**config.mk**
```make
export PLATFORM = sky130hd
export DESIGN_NAME = dma_addr_unit
export DESIGN_NICKNAME = d
export VERILOG_FILES = /design/src/rtl/dma_addr_pkg.sv /design/src/rtl/dma_addr_next.sv /design/src/rtl/dma_addr_reg.sv /design/src/rtl/dma_addr_snap.sv /design/src/rtl/dma_addr_unit.sv
export SDC_FILE = /design/constraint.sdc
export NUM_CORES = 1
export LEC_CHECK = 0
export ABC_AREA = 0
export BUFFER_PORTS_ARGS = -buffer_cell sky130_fd_sc_hd__clkbuf_2
export CORE_MARGIN = 8
export CORE_UTILIZATION = 61
export DETAILED_ROUTE_END_ITERATION = 12
export PLACE_DENSITY_LB_ADDON = 0.2
export SLEW_MARGIN = 10
export SYNTH_ARGS = -nofsm -noshare
export SYNTH_HDL_FRONTEND = slang
export SYNTH_SLANG_ARGS = --single-unit
```
**constraint.sdc**
```tcl
create_clock -name clk_i -period 4.6 [get_ports clk_i]
set_input_delay 0.92 -clock clk_i [delete_from_list [all_inputs] [get_ports clk_i]]
set_output_delay 0.92 -clock clk_i [all_outputs]
set_load 0.01 [all_outputs]
```
**src/rtl/dma_addr_pkg.sv**
```systemverilog
`timescale 1ns/1ps
package dma_addr_pkg;
  parameter int DATA_W    = 16;
  parameter int ADDR_W    = 2 * DATA_W;
  parameter int SEL_W     = 3;
  parameter int RPT_MAX   = 16;
  parameter int RPT_W     = $clog2(RPT_MAX + 1);
  parameter int NUM_SIDES = 2;

  typedef enum logic [1:0] {
    AM_FIX0 = 2'b00,
    AM_FIX1 = 2'b01,
    AM_INC  = 2'b10,
    AM_DEC  = 2'b11
  } addr_mode_e;

  localparam logic [SEL_W-1:0] REG_SRC_HI = 3'd0;
  localparam logic [SEL_W-1:0] REG_SRC_LO = 3'd1;
  localparam logic [SEL_W-1:0] REG_DST_HI = 3'd2;
  localparam logic [SEL_W-1:0] REG_DST_LO = 3'd3;
  localparam logic [SEL_W-1:0] REG_CTRL   = 3'd4;

  // control word bit positions
  localparam int CB_SMODE = 0;
  localparam int CB_DMODE = 2;
  localparam int CB_SIZE  = 4;
  localparam int CB_RPTN  = 5;
  localparam int CB_RSRC  = 10;
  localparam int CB_RDST  = 11;
endpackage

```
**src/rtl/dma_addr_next.sv**
```systemverilog
`timescale 1ns/1ps
module dma_addr_next
  import dma_addr_pkg::*;
(
  input  logic [ADDR_W-1:0] cur_i,
  input  addr_mode_e        mode_i,
  input  logic              size_i,
  input  logic [RPT_W-1:0]  rpt_n_i,
  output logic [ADDR_W-1:0] nxt_o
);
  logic [ADDR_W-1:0] step, sum, mask;
  logic              rpt_on;

  always_comb begin
    step   = size_i ? ADDR_W'(2) : ADDR_W'(1);
    rpt_on = (rpt_n_i != '0) && (int'(rpt_n_i) <= RPT_MAX);
    mask   = rpt_on ? ~({ADDR_W{1'b1}} << rpt_n_i) : {ADDR_W{1'b1}};
    unique case (mode_i)
      AM_INC:  sum = cur_i + step;
      AM_DEC:  sum = cur_i - step;
      default: sum = cur_i;
    endcase
    // bits outside the window keep the current value
    nxt_o = (cur_i & ~mask) | (sum & mask);
  end
endmodule

```
**src/rtl/dma_addr_reg.sv**
```systemverilog
`timescale 1ns/1ps
module dma_addr_reg
  import dma_addr_pkg::*;
(
  input  logic              clk_i,
  input  logic              rst_ni,
  input  logic              busy_i,
  input  logic              wr_hi_i,
  input  logic              wr_lo_i,
  input  logic [DATA_W-1:0] wdata_i,
  input  logic              done_i,
  input  addr_mode_e        mode_i,
  input  logic              size_i,
  input  logic [RPT_W-1:0]  rpt_n_i,
  output logic [ADDR_W-1:0] addr_o
);
  logic [ADDR_W-1:0] addr_q, nxt;
  logic              wr_ok;

  assign wr_ok  = (wr_hi_i | wr_lo_i) & ~busy_i;
  assign addr_o = addr_q;

  dma_addr_next u_next (
    .cur_i  (addr_q),
    .mode_i (mode_i),
    .size_i (size_i),
    .rpt_n_i(rpt_n_i),
    .nxt_o  (nxt)
  );

  always_ff @(posedge clk_i or negedge rst_ni) begin
    if (!rst_ni) begin
      addr_q <= '0;
    end else if (wr_ok) begin
      if (wr_hi_i) addr_q[ADDR_W-1:DATA_W] <= wdata_i;
      if (wr_lo_i) addr_q[DATA_W-1:0]      <= wdata_i;
    end else if (done_i) begin
      addr_q <= nxt;
    end
  end

  p_fixed_hold_r2: assert property (@(posedge clk_i) disable iff (!rst_ni)
    (done_i && !mode_i[1] && !wr_ok) |=> $stable(addr_q));

  p_busy_wr_drop_r9: assert property (@(posedge clk_i) disable iff (!rst_ni)
    (busy_i && (wr_hi_i || wr_lo_i) && !done_i) |=> $stable(addr_q));

  p_rpt_upper_r6: assert property (@(posedge clk_i) disable iff (!rst_ni)
    (done_i && !wr_ok && rpt_n_i != '0 && int'(rpt_n_i) <= RPT_MAX)
      |=> ((addr_q >> $past(rpt_n_i)) == ($past(addr_q) >> $past(rpt_n_i))));

  p_inc_step_r4: assert property (@(posedge clk_i) disable iff (!rst_ni)
    (done_i && !wr_ok && mode_i == AM_INC && rpt_n_i == '0)
      |=> (addr_q - $past(addr_q)) == ($past(size_i) ? ADDR_W'(2) : ADDR_W'(1)));
endmodule

```
**src/rtl/dma_addr_snap.sv**
```systemverilog
`timescale 1ns/1ps
module dma_addr_snap
  import dma_addr_pkg::*;
(
  input  logic                                clk_i,
  input  logic                                rst_ni,
  input  logic                                acc_i,
  input  logic [NUM_SIDES-1:0]                rd_hi_i,
  input  logic [NUM_SIDES-1:0][ADDR_W-1:0]    addr_i,
  output logic [ADDR_W-1:0]                   snap_o,
  output logic                                vld_o,
  output logic                                side_o
);
  logic [ADDR_W-1:0] snap_q;
  logic              vld_q, side_q;

  always_ff @(posedge clk_i or negedge rst_ni) begin
    if (!rst_ni) begin
      snap_q <= '0;
      vld_q  <= 1'b0;
      side_q <= 1'b0;
    end else if (acc_i) begin
      vld_q <= |rd_hi_i;
      if (|rd_hi_i) begin
        side_q <= rd_hi_i[1];
        snap_q <= rd_hi_i[1] ? addr_i[1] : addr_i[0];
      end
    end
  end

  assign snap_o = snap_q;
  assign vld_o  = vld_q;
  assign side_o = side_q;

  p_snap_onehot_r8: assert property (@(posedge clk_i) disable iff (!rst_ni)
    $onehot0(rd_hi_i));
endmodule

```
**src/rtl/dma_addr_unit.sv**
```systemverilog
`timescale 1ns/1ps
module dma_addr_unit
  import dma_addr_pkg::*;
(
  input  logic              clk_i,
  input  logic              rst_ni,
  input  logic              cpu_sel_i,
  input  logic              cpu_we_i,
  input  logic [2:0]        cpu_addr_i,
  input  logic [15:0]       cpu_wdata_i,
  output logic [15:0]       cpu_rdata_o,
  input  logic              busy_i,
  input  logic              src_done_i,
  input  logic              dst_done_i,
  output logic [31:0]       src_addr_o,
  output logic [31:0]       dst_addr_o
);
  logic [DATA_W-1:0]                  ctrl_q;
  logic [NUM_SIDES-1:0][ADDR_W-1:0]   side_addr;
  logic [NUM_SIDES-1:0]               rd_hi, done;
  logic [ADDR_W-1:0]                  snap;
  logic                               snap_vld, snap_side;
  logic                               rd_acc;

  assign rd_acc = cpu_sel_i & ~cpu_we_i;
  assign done   = {dst_done_i, src_done_i};

  always_ff @(posedge clk_i or negedge rst_ni) begin
    if (!rst_ni)                                           ctrl_q <= '0;
    else if (cpu_sel_i && cpu_we_i && cpu_addr_i == REG_CTRL) ctrl_q <= cpu_wdata_i;
  end

  for (genvar s = 0; s < NUM_SIDES; s++) begin : g_side
    localparam logic [SEL_W-1:0] HI_IDX = SEL_W'(2 * s);
    localparam logic [SEL_W-1:0] LO_IDX = SEL_W'(2 * s + 1);
    localparam int MB = (s == 0) ? CB_SMODE : CB_DMODE;
    localparam int RB = (s == 0) ? CB_RSRC : CB_RDST;
    logic             wr_hi, wr_lo;
    logic [RPT_W-1:0] rpt_n;

    assign wr_hi    = cpu_sel_i & cpu_we_i & (cpu_addr_i == HI_IDX);
    assign wr_lo    = cpu_sel_i & cpu_we_i & (cpu_addr_i == LO_IDX);
    assign rd_hi[s] = rd_acc & (cpu_addr_i == HI_IDX);
    assign rpt_n    = ctrl_q[RB] ? ctrl_q[CB_RPTN +: RPT_W] : '0;

    dma_addr_reg u_reg (
      .clk_i  (clk_i),
      .rst_ni (rst_ni),
      .busy_i (busy_i),
      .wr_hi_i(wr_hi),
      .wr_lo_i(wr_lo),
      .wdata_i(cpu_wdata_i),
      .done_i (done[s]),
      .mode_i (addr_mode_e'(ctrl_q[MB +: 2])),
      .size_i (ctrl_q[CB_SIZE]),
      .rpt_n_i(rpt_n),
      .addr_o (side_addr[s])
    );
  end

  dma_addr_snap u_snap (
    .clk_i  (clk_i),
    .rst_ni (rst_ni),
    .acc_i  (cpu_sel_i),
    .rd_hi_i(rd_hi),
    .addr_i (side_addr),
    .snap_o (snap),
    .vld_o  (snap_vld),
    .side_o (snap_side)
  );

  always_comb begin
    unique case (cpu_addr_i)
      REG_SRC_HI: cpu_rdata_o = side_addr[0][ADDR_W-1:DATA_W];
      REG_SRC_LO: cpu_rdata_o = (snap_vld && !snap_side) ? snap[DATA_W-1:0]
                                                         : side_addr[0][DATA_W-1:0];
      REG_DST_HI: cpu_rdata_o = side_addr[1][ADDR_W-1:DATA_W];
      REG_DST_LO: cpu_rdata_o = (snap_vld && snap_side) ? snap[DATA_W-1:0]
                                                        : side_addr[1][DATA_W-1:0];
      REG_CTRL:   cpu_rdata_o = ctrl_q;
      default:    cpu_rdata_o = '0;
    endcase
  end

  assign src_addr_o = side_addr[0];
  assign dst_addr_o = side_addr[1];

  p_coherent_src_r8: assert property (@(posedge clk_i) disable iff (!rst_ni)
    (rd_hi[0] ##1 (rd_acc && cpu_addr_i == REG_SRC_LO))
      |-> cpu_rdata_o == $past(side_addr[0][DATA_W-1:0]));

  p_coherent_dst_r8: assert property (@(posedge clk_i) disable iff (!rst_ni)
    (rd_hi[1] ##1 (rd_acc && cpu_addr_i == REG_DST_LO))
      |-> cpu_rdata_o == $past(side_addr[1][DATA_W-1:0]));

  p_ctrl_hold_r10: assert property (@(posedge clk_i) disable iff (!rst_ni)
    !(cpu_sel_i && cpu_we_i && cpu_addr_i == REG_CTRL) |=> $stable(ctrl_q));
endmodule

```
* Yosys cells after proc, flatten, opt, wreduce, memory -nomap -nowiden *
Cells that the tools add are included.

word-level totals
  bits in registers = 98
  output and inout port bits = 80
  bits of input ports = 26

operators by class
  muxes and demuxes = 19
  bitwise operators = 24
  $add $sub $neg = 4
  order comparisons = 2
  shifts and indexed selects = 2
  equality and inequality tests = 12
  reduce and logical (&&, ||, !) cells = 18

operator list
  cell                                                number
  2-to-1 mux 32 bit                                   6
  bitwise AND 32 bit                                  4
  inverter 32 bit                                     4
  case mux 32 bit (2 select lines)                    2
  2-to-1 mux 16 bit                                   7
  case mux 16 bit (5 select lines)                    1
  adder 32 x 2 -> 32 bit                              2
  bitwise OR 32 bit                                   2
  left shift 32 x 5 -> 32 bit (first input constant)  2
  subtractor 32 x 2 -> 32 bit                         2
  bitwise AND 1 bit                                   10
  <= comparator 5 bit (second input constant)         2
  2-to-1 mux 5 bit                                    2
  AND reduction 2 bit                                 5
  nonzero test 5 bit                                  2
  == test 2 bit (second input constant)               4
  != test 2 x 1 -> 1 bit (second input constant)      4
  == test 3 x 2 -> 1 bit (second input constant)      2
  logical AND 1 bit                                   6
  nonzero test 2 bit                                  2
  == test 3 x 1 -> 1 bit (second input constant)      1
  == test 3 bit (second input constant)               1
  logical NOT 3 bit                                   1
  2-to-1 mux 2 bit                                    1
  4 further kinds                                     6

* Depth between registers and ports, before layout *
Gate-level depths: netlist of run 1.

  depth after elaboration = 9
  depth in mapped cells = 16

* Cells and area by module *
From an unflattened synthesis of run 1, not the netlist that was laid out.

unflattened totals
  cell total of the unflattened synthesis = 1317
  area total of the unflattened synthesis = 10877.9 sq um

modules (own cells, without submodules)
  module                                  instances  area an instance (sq um)  sequential area each (sq um)  cells each
  dma_addr_reg                            2          1476.4                    800.8                         130
  dma_addr_next (g_side[0].u_reg.u_next)  1          2328.5                    0.0                           378
  dma_addr_next (g_side[1].u_reg.u_next)  1          2312.2                    0.0                           349
  dma_addr_unit                           1          1691.6                    400.4                         174
  dma_addr_snap                           1          1592.8                    850.8                         156

* Worst setup path before layout of run 1 *
OpenSTA, ideal clock, no wires.

  path type = register to register
  start = register ctrl_q[0]
  end = register with a tool-made name
  path slack = 942 ps
  library setup time = 66 ps
  cell stages (with the launch flop) = 17
  arrival = 3591 ps
  required time = 4534 ps
  path through = dfrtp_1 buf_4 nand2_1 buf_2 buf_4 buf_2 buf_2 buf_2 nor2_1 ha_1 nor2b_2 o2111ai_1 o41ai_2 a21oi_1 or4b_1 o31ai_1 o32a_1

RTL lines
  element                 line                 RTL
  from (decl)             dma_addr_unit.sv:18  logic [DATA_W-1:0] ctrl_q;
  from (signal assigned)  dma_addr_unit.sv:30  else if (cpu_sel_i && cpu_we_i && cpu_addr_i == REG_CTRL) ctrl_q <= cpu_wdata_i;

* Worst setup path after layout of run 1 *
  start = input cpu_addr_i[1]
  end = output cpu_rdata_o[10]

on the way
  word-level cells in the longest chain between the ends = 2

RTL lines
  element                                line                 RTL
  from (decl)                            dma_addr_unit.sv:9   input logic [2:0] cpu_addr_i,
  == test 3 bit (tied with other cells)  dma_addr_unit.sv:73  unique case (cpu_addr_i)
  case mux 16 bit (5 select lines) *     dma_addr_unit.sv:73
  to (decl)                              dma_addr_unit.sv:11  output logic [15:0] cpu_rdata_o,

Every way passes the cells marked *; elsewhere a longest branch is shown, timed or not.

==> results.json, run 1 <==
{
  "cp_data_arrival_time_ps": 2930,
  "route.met2.wl_mm": 16.9,
  "cts-buffers-inserted": 9,
  "clock_skew_ps": 9.25,
  "clock_sinks": 98,
  "rr_startpoint": "ctrl_q[7]",
  "yosysUniqueCellTypes": 93,
  "crit_type": "in2out",
  "num_vias": 12000,
  "seq_area_frac_synth": 0.241,
  "cts_tree": "done",
  "synth-edff-count": 0,
  "syn-num-nets": 1420,
  "place_congestion": 1.03,
  "synth_commonest_cells": "nand2_1 (163), nor2_1 (150), o21ai_0 (100), dfrtp_1 (98), a21oi_1 (96)",
  "critPathRequiredTime_ps": 3680,
  "synthArstFlopShare": 1.00,
  "hold_end": "u_snap.vld_o",
  "path_cells": "clkbuf_2 > inv_1 > nand3_1 > o22a_1 > o21ai_0 > clkbuf_2",
  "hold_path_class": "reg2reg",
  "report.final.slew_viol_count": 0,
  "rrSetupSlack_ps": 800,
  "grt_use_total": 0.382,
  "hold_viol": 0,
  "path_clk_slew_ps": 60,
  "synth_warnings": 0,
  "post-dp-hpwl_mm": 30.9,
  "cp_slowest_cell": "nand3_1",
  "crit_fanout": 20,
  "p_sw_frac": 0.542,
  "synth_largest_area_cell": "dfrtp_1",
  "preCtsSetupSlack_ps": 835,
  "overflow": 0,
  "tns_ps": 0,
  "clock_path_buffers": 2,
  "start_util": 0.619,
  "die_w_um": 145,
  "antenna_cells": 0,
  "io-pin-count": 106,
  "outcome": "completed",
  "insertion_delay_ps": 360,
  "grt_max_degree": 65,
  "wl_met3_mm": 7.22,
  "drtPass1Iterations": 6,
  "clkPwrFrac": 0.126,
  "final_layout_size_suffix_gt1_frac": 0.137,
  "hold_depth": 1,
  "cts-root-buf": "clkbuf_16",
  "rsz0062_at_grt": "no",
  "slowest_delay_ps": 590,
  "multi_input_area_um2": 7090,
  "syn_area_per_cell_um2": 7.33,
  "synth_seq_cells": 98,
  "fillerInstances": 1500,
  "fmax_mhz": 260,
  "post_cts_buffers": 0,
  "wl_per_cell_um": 26.0,
  "totalWireLength_mm": 42.3,
  "critPathLaunchType": "primary input",
  "synth_ff_type": "dfrtp_1",
  "rr_worst_depth": 12,
  "highest_layer": "met4",
  "grt_first_pass_wirelength_mm": 64.0,
  "ctsResizeCount": 0,
  "io_buffers": 105,
  "switchingPower_mw": 3.17,
  "combPwrFrac": 0.526,
  "synth_top_cell_area_share": 0.241,
  "finalSetupViolations": 0,
  "postRouteAntennaNets": 0,
  "die-area_um2": 21000,
  "final_nets": 1434,
  "max_slew_margin": 0.247,
  "drt_iter0_drc": 2072,
  "antenna_found_initial": 0,
  "syn_area_um2": 10200,
  "grt_pass1_vias": 10600,
  "min_from": "u_snap.vld_o",
  "power_leakage_nw": 4.53,
  "area_delta_synth_final_pct": 7.30,
  "yosysMostFrequentCell": "nand2_1",
  "route.detailed.drc": 0,
  "cts-htree-levels": 3,
  "max_cap_viol_count": 0,
  "crit_family": "buffers and inverters",
  "endpoint_kind": "output pin",
  "yosys-top-cells-area": "dfrtp_1 (24%), mux2i_1 (9.1%), nand2_1 (6.0%)",
  "peakVddDrop_v": 0.000341,
  "fp.dieH_um": 145,
  "p_seq_frac": 0.348,
  "finalWorstSetupSlack_ps": 748,
  "p_per_area_nw_per_um2": 536,
  "ff_latch_area_um2": 2450,
  "viasPerCell": 7.40,
  "wl_met1_mm": 16.4,
  "post-route-period-util": 0.837,
  "intPower_mw": 2.68,
  "placement_rows": 47,
  "cp_common_cell": "clkbuf_2",
  "cts_hold_buf": 0,
  "worst_pin_slew_ps": 1120,
  "crit_buf_inv": 3,
  "fin_crit_ps": 3850,
  "synthCells": 1386,
  "core_area_um2": 16400
}
-- layout by cell type (no fill, tap or decap), types with 6 or more instances in the layout --
master / synthesis / routed
clkbuf_2: 0 / 104
and4_1: 7 / 7
buf_4: 3 / 26
a31oi_1: 29 / 29
ha_1: 6 / 6
a21o_1: 11 / 11
o41ai_1: 6 / 6
inv_1: 24 / 24
a22o_1: 10 / 10
o22ai_1: 13 / 13
or3_1: 20 / 20
mux2i_1: 92 / 92
mux2_2: 19 / 19
nand3_1: 49 / 49
o21a_1: 7 / 7
nand4_1: 17 / 17
xnor2_1: 24 / 24
o211ai_1: 9 / 9
and2_1: 12 / 12
a32oi_1: 9 / 9
a21oi_1: 96 / 96
a22oi_1: 19 / 19
o221ai_1: 19 / 19
nand2_1: 163 / 163
o31ai_1: 13 / 13
clkbuf_16: 0 / 9
nor4_1: 28 / 27
nor3_1: 49 / 49
nor2_1: 150 / 150
dfrtp_1: 98 / 98
o21ai_0: 100 / 99
a21boi_0: 9 / 9
and3_1: 20 / 20
-- layer usage --
metal,GRT usage,up-vias
met4,0.132,0
li1,-,5202
met3,0.142,164
met1,0.537,5556
met2,0.524,1095
met5,0,-
-- area by class of cell --
cell class	instances	share of cell area
multi-input combinational	1135	0.650
inverter	26	0.00895
clock inverter	3	0.00138
clock buffer	12	0.0235
tap	220	0.0252
timing repair buffer	130	0.0656
sequential	98	0.225
-- power by group through the flow --
stage	Sequential (mW)	Clock, mW	Combinational, mW
final	2.03	0.738	3.07
after global routing	2.04	0.761	3.31
after detailed placement	1.99	0	2.95
after CTS	1.97	0.733	2.98
after global placement	1.98	0	2.91
after floorplan	1.46	0	2.39
-- how the worst max path moves through the flow --
stage / to / cells after the start / from
final: cpu_rdata_o[10] / 6 / cpu_addr_i[1]
after global routing: register / 12 / ctrl_q[7]
after CTS: cpu_rdata_o[10] / 6 / cpu_addr_i[1]
after detailed placement: cpu_rdata_o[10] / 6 / cpu_addr_i[1]
after global placement: cpu_rdata_o[10] / 6 / cpu_addr_i[1]
after floorplan: register / 16 / ctrl_q[0]
-- metrics by stage --
stage,instances,power (mW),hold slack (ps),utilization,cell area (µm²)
2_1_floorplan,1386,3.85,468,-,10200
3_3_place_gp,1609,4.89,489,0.648,10600
3_5_place_dp,1609,4.94,488,0.648,10600
4_1_cts,1624,5.68,502,0.665,10900
5_1_grt,1624,6.11,516,0.665,10900
6_report,1624,5.85,498,0.665,10900
-- cells by family after synthesis --
kind of cell | Yosys count | share of synthesized area
xor+xnor | 28 | 0.0241
buf+inv | 153 | 0.0617
compound gates | 425 | 0.281
flops | 98 | 0.241
mux | 111 | 0.112
simple gates | 563 | 0.269
fa+ha+maj | 8 | 0.0113
Power figures use the tool's default switching activity.
==> inputs of run 2 (changes only) <==
Settings changed: ABC_AREA 0 to 1, CORE_UTILIZATION 61 to 56.
Clock period 4.6 ns to 3.5 ns, I/O delays scaled along.
==> results.json, run 2 <==
{
  "wl_per_cell_um": 21.3,
  "die-area_um2": 24300,
  "finalSetupViolations": 0,
  "syn-num-nets": 1991,
  "antenna_cells": 0,
  "ctsResizeCount": 0,
  "p_per_area_nw_per_um2": 829,
  "syn_area_um2": 11000,
  "final_layout_size_suffix_gt1_frac": 0.105,
  "cts_tree": "done",
  "totalWireLength_mm": 49.1,
  "intPower_mw": 4.01,
  "worst_pin_slew_ps": 953,
  "io_buffers": 105,
  "die_w_um": 156,
  "route.detailed.drc": 0,
  "fmax_mhz": 305,
  "peakVddDrop_v": 0.000496,
  "final_nets": 2076,
  "hold_path_class": "in2async",
  "area_delta_synth_final_pct": 9.59,
  "io-pin-count": 106,
  "rrSetupSlack_ps": 300,
  "max_cap_viol_count": 0,
  "slowest_delay_ps": 430,
  "grt_max_degree": 68,
  "cts-buffers-inserted": 9,
  "grt_use_total": 0.399,
  "p_sw_frac": 0.598,
  "preCtsSetupSlack_ps": 200,
  "insertion_delay_ps": 360,
  "tns_ps": 0,
  "multi_input_area_um2": 7120,
  "place_congestion": 1.08,
  "critPathLaunchType": "primary input",
  "start_util": 0.568,
  "post-dp-hpwl_mm": 39.4,
  "grt_first_pass_wirelength_mm": 74.6,
  "crit_fanout": 21,
  "cp_data_arrival_time_ps": 2580,
  "crit_type": "in2out",
  "synth_top_cell_area_share": 0.223,
  "hold_viol": 0,
  "critPathRequiredTime_ps": 2800,
  "grt_pass1_vias": 12900,
  "cts-root-buf": "clkbuf_16",
  "clkPwrFrac": 0.098,
  "overflow": 0,
  "synth-edff-count": 0,
  "yosysUniqueCellTypes": 55,
  "placement_rows": 51,
  "endpoint_kind": "output pin",
  "finalWorstSetupSlack_ps": 219,
  "report.final.slew_viol_count": 0,
  "max_slew_margin": 0.364,
  "path_cells": "clkbuf_2 > nor3_1 > buf_4 > o211ai_1 > o21ai_0 > a221oi_1 > o21ai_0 > clkbuf_2",
  "clock_sinks": 98,
  "layout_common_cells": "nand2_1 (579), inv_1 (279), nor2_1 (278)",
  "synth_ff_type": "dfrtp_1",
  "ff_latch_area_um2": 2450,
  "rr_worst_depth": 16,
  "outcome": "completed",
  "synthCells": 1957,
  "yosysMostFrequentCell": "nand2_1",
  "yosys-top-cells-area": "dfrtp_1 (22%), nand2_1 (20%), nor2_1 (9.6%)",
  "synth_largest_area_cell": "dfrtp_1",
  "postRouteAntennaNets": 0,
  "core_area_um2": 19300,
  "rsz0062_at_grt": "no",
  "post_cts_buffers": 0,
  "synthArstFlopShare": 1.00,
  "seq_area_frac_synth": 0.223,
  "switchingPower_mw": 5.97,
  "synth_commonest_cells": "nand2_1 (579), nor2_1 (281), inv_1 (280), o21ai_0 (149), nand3_1 (137)",
  "fin_crit_ps": 3280,
  "fillerInstances": 1996,
  "postLayoutCoreUtil": 0.622,
  "antenna_found_initial": 3,
  "cts_hold_buf": 0,
  "holdWs_ps": 458,
  "power_leakage_nw": 6.73,
  "syn_area_per_cell_um2": 5.61,
  "fp.dieH_um": 156,
  "combPwrFrac": 0.648,
  "drt_iter0_drc": 1989,
  "viasPerCell": 6.15,
  "clock_skew_ps": 12.1,
  "p_seq_frac": 0.254,
  "cp_slowest_cell": "a221oi_1",
  "clock_path_buffers": 2,
  "synth_warnings": 0,
  "rr_startpoint": "ctrl_q[7]",
  "drtPass1Iterations": 9,
  "synth_seq_cells": 98,
  "post-route-period-util": 0.937,
  "power.total_mw": 9.98,
  "final_common_cell": "nand2_1",
  "path_clk_slew_ps": 70,
  "cts-htree-levels": 3,
  "num_vias": 14200
}
==> run 2: cell count changes in the layout (fill, tap and decap cells not counted), moves of 20 or more <==
cell / delta
nor3_1: -22
nand2_1: +416
nand3_1: +88
inv_1: +255
or3_1: -20
xnor2_1: -20
mux2i_1: -91
nor2_1: +128
o21ai_0: +50
nor4_1: -27
==> run 2: logic make-up (layout without fill, tap and decap cells) <==
group / Yosys count / in the layout / share of synthesized area
compound gates: 386 / 386 / 0.207
fa+ha+maj: 8 / 8 / 0.0105
xor+xnor: 26 / 26 / 0.0207
buf+inv: 356 / 445 / 0.130
flops: 98 / 98 / 0.223
mux: 1 / 1 / 0.000912
simple gates: 1082 / 1082 / 0.407
==> run 2: worst max path at each step <==
stage                       start              end  slack (ps)  depth (start not counted)
floorplan           cpu_addr_i[1]  cpu_rdata_o[13]         820                          7
global placement        ctrl_q[7]         register         310                         16
detailed placement      ctrl_q[7]         register         200                         16
CTS                     ctrl_q[7]         register         170                         16
global route            ctrl_q[7]         register           6                         16
finish              cpu_addr_i[1]   cpu_rdata_o[8]         220                          8
==> run 2: through the flow <==
stage / cells / cell area [µm²]
6_report: 2311 / 12000
5_1_grt: 2311 / 12000
4_1_cts: 2311 / 12000
3_5_place_dp: 2296 / 11800
3_3_place_gp: 2296 / 11800
2_1_floorplan: 1957 / 11000
==> run 2: final cells by class <==
cell class              count  area share
clock buffers              10      0.0190
clock inverters             5     0.00333
inverters                 298      0.0931
multi-input cells        1503       0.591
flip-flops and latches     98       0.204
well taps                 265      0.0275
repair buffers            132      0.0618
==> run 2: power by group through the flow <==
stage | Combinational (mW) | Sequential, mW | Clock, mW
6_report | 6.47 | 2.53 | 0.981
5_1_grt | 7.12 | 2.53 | 1.01
4_1_cts | 6.24 | 2.44 | 0.979
3_5_place_dp | 6.20 | 2.46 | 0
3_3_place_gp | 6.12 | 2.45 | 0
2_1_floorplan | 4.18 | 2.20 | 0
==> run 2: critical path, delay by kind of cell <==
family / cells / cell delay, ps
AND/OR/NAND/NOR: 1 / 140
buffers and inverters: 3 / 750
AO/OA/AOI/OAI: 4 / 980
==> run 2: layer usage <==
layer / global-route usage / wire (µm) / vias to the layer above
met4: 0.179 / 2340 / 6
met5: 0 / 42 / -
met2: 0.554 / 19100 / 1107
li1: - / - / 6487
met3: 0.148 / 8050 / 190
met1: 0.538 / 19600 / 6421
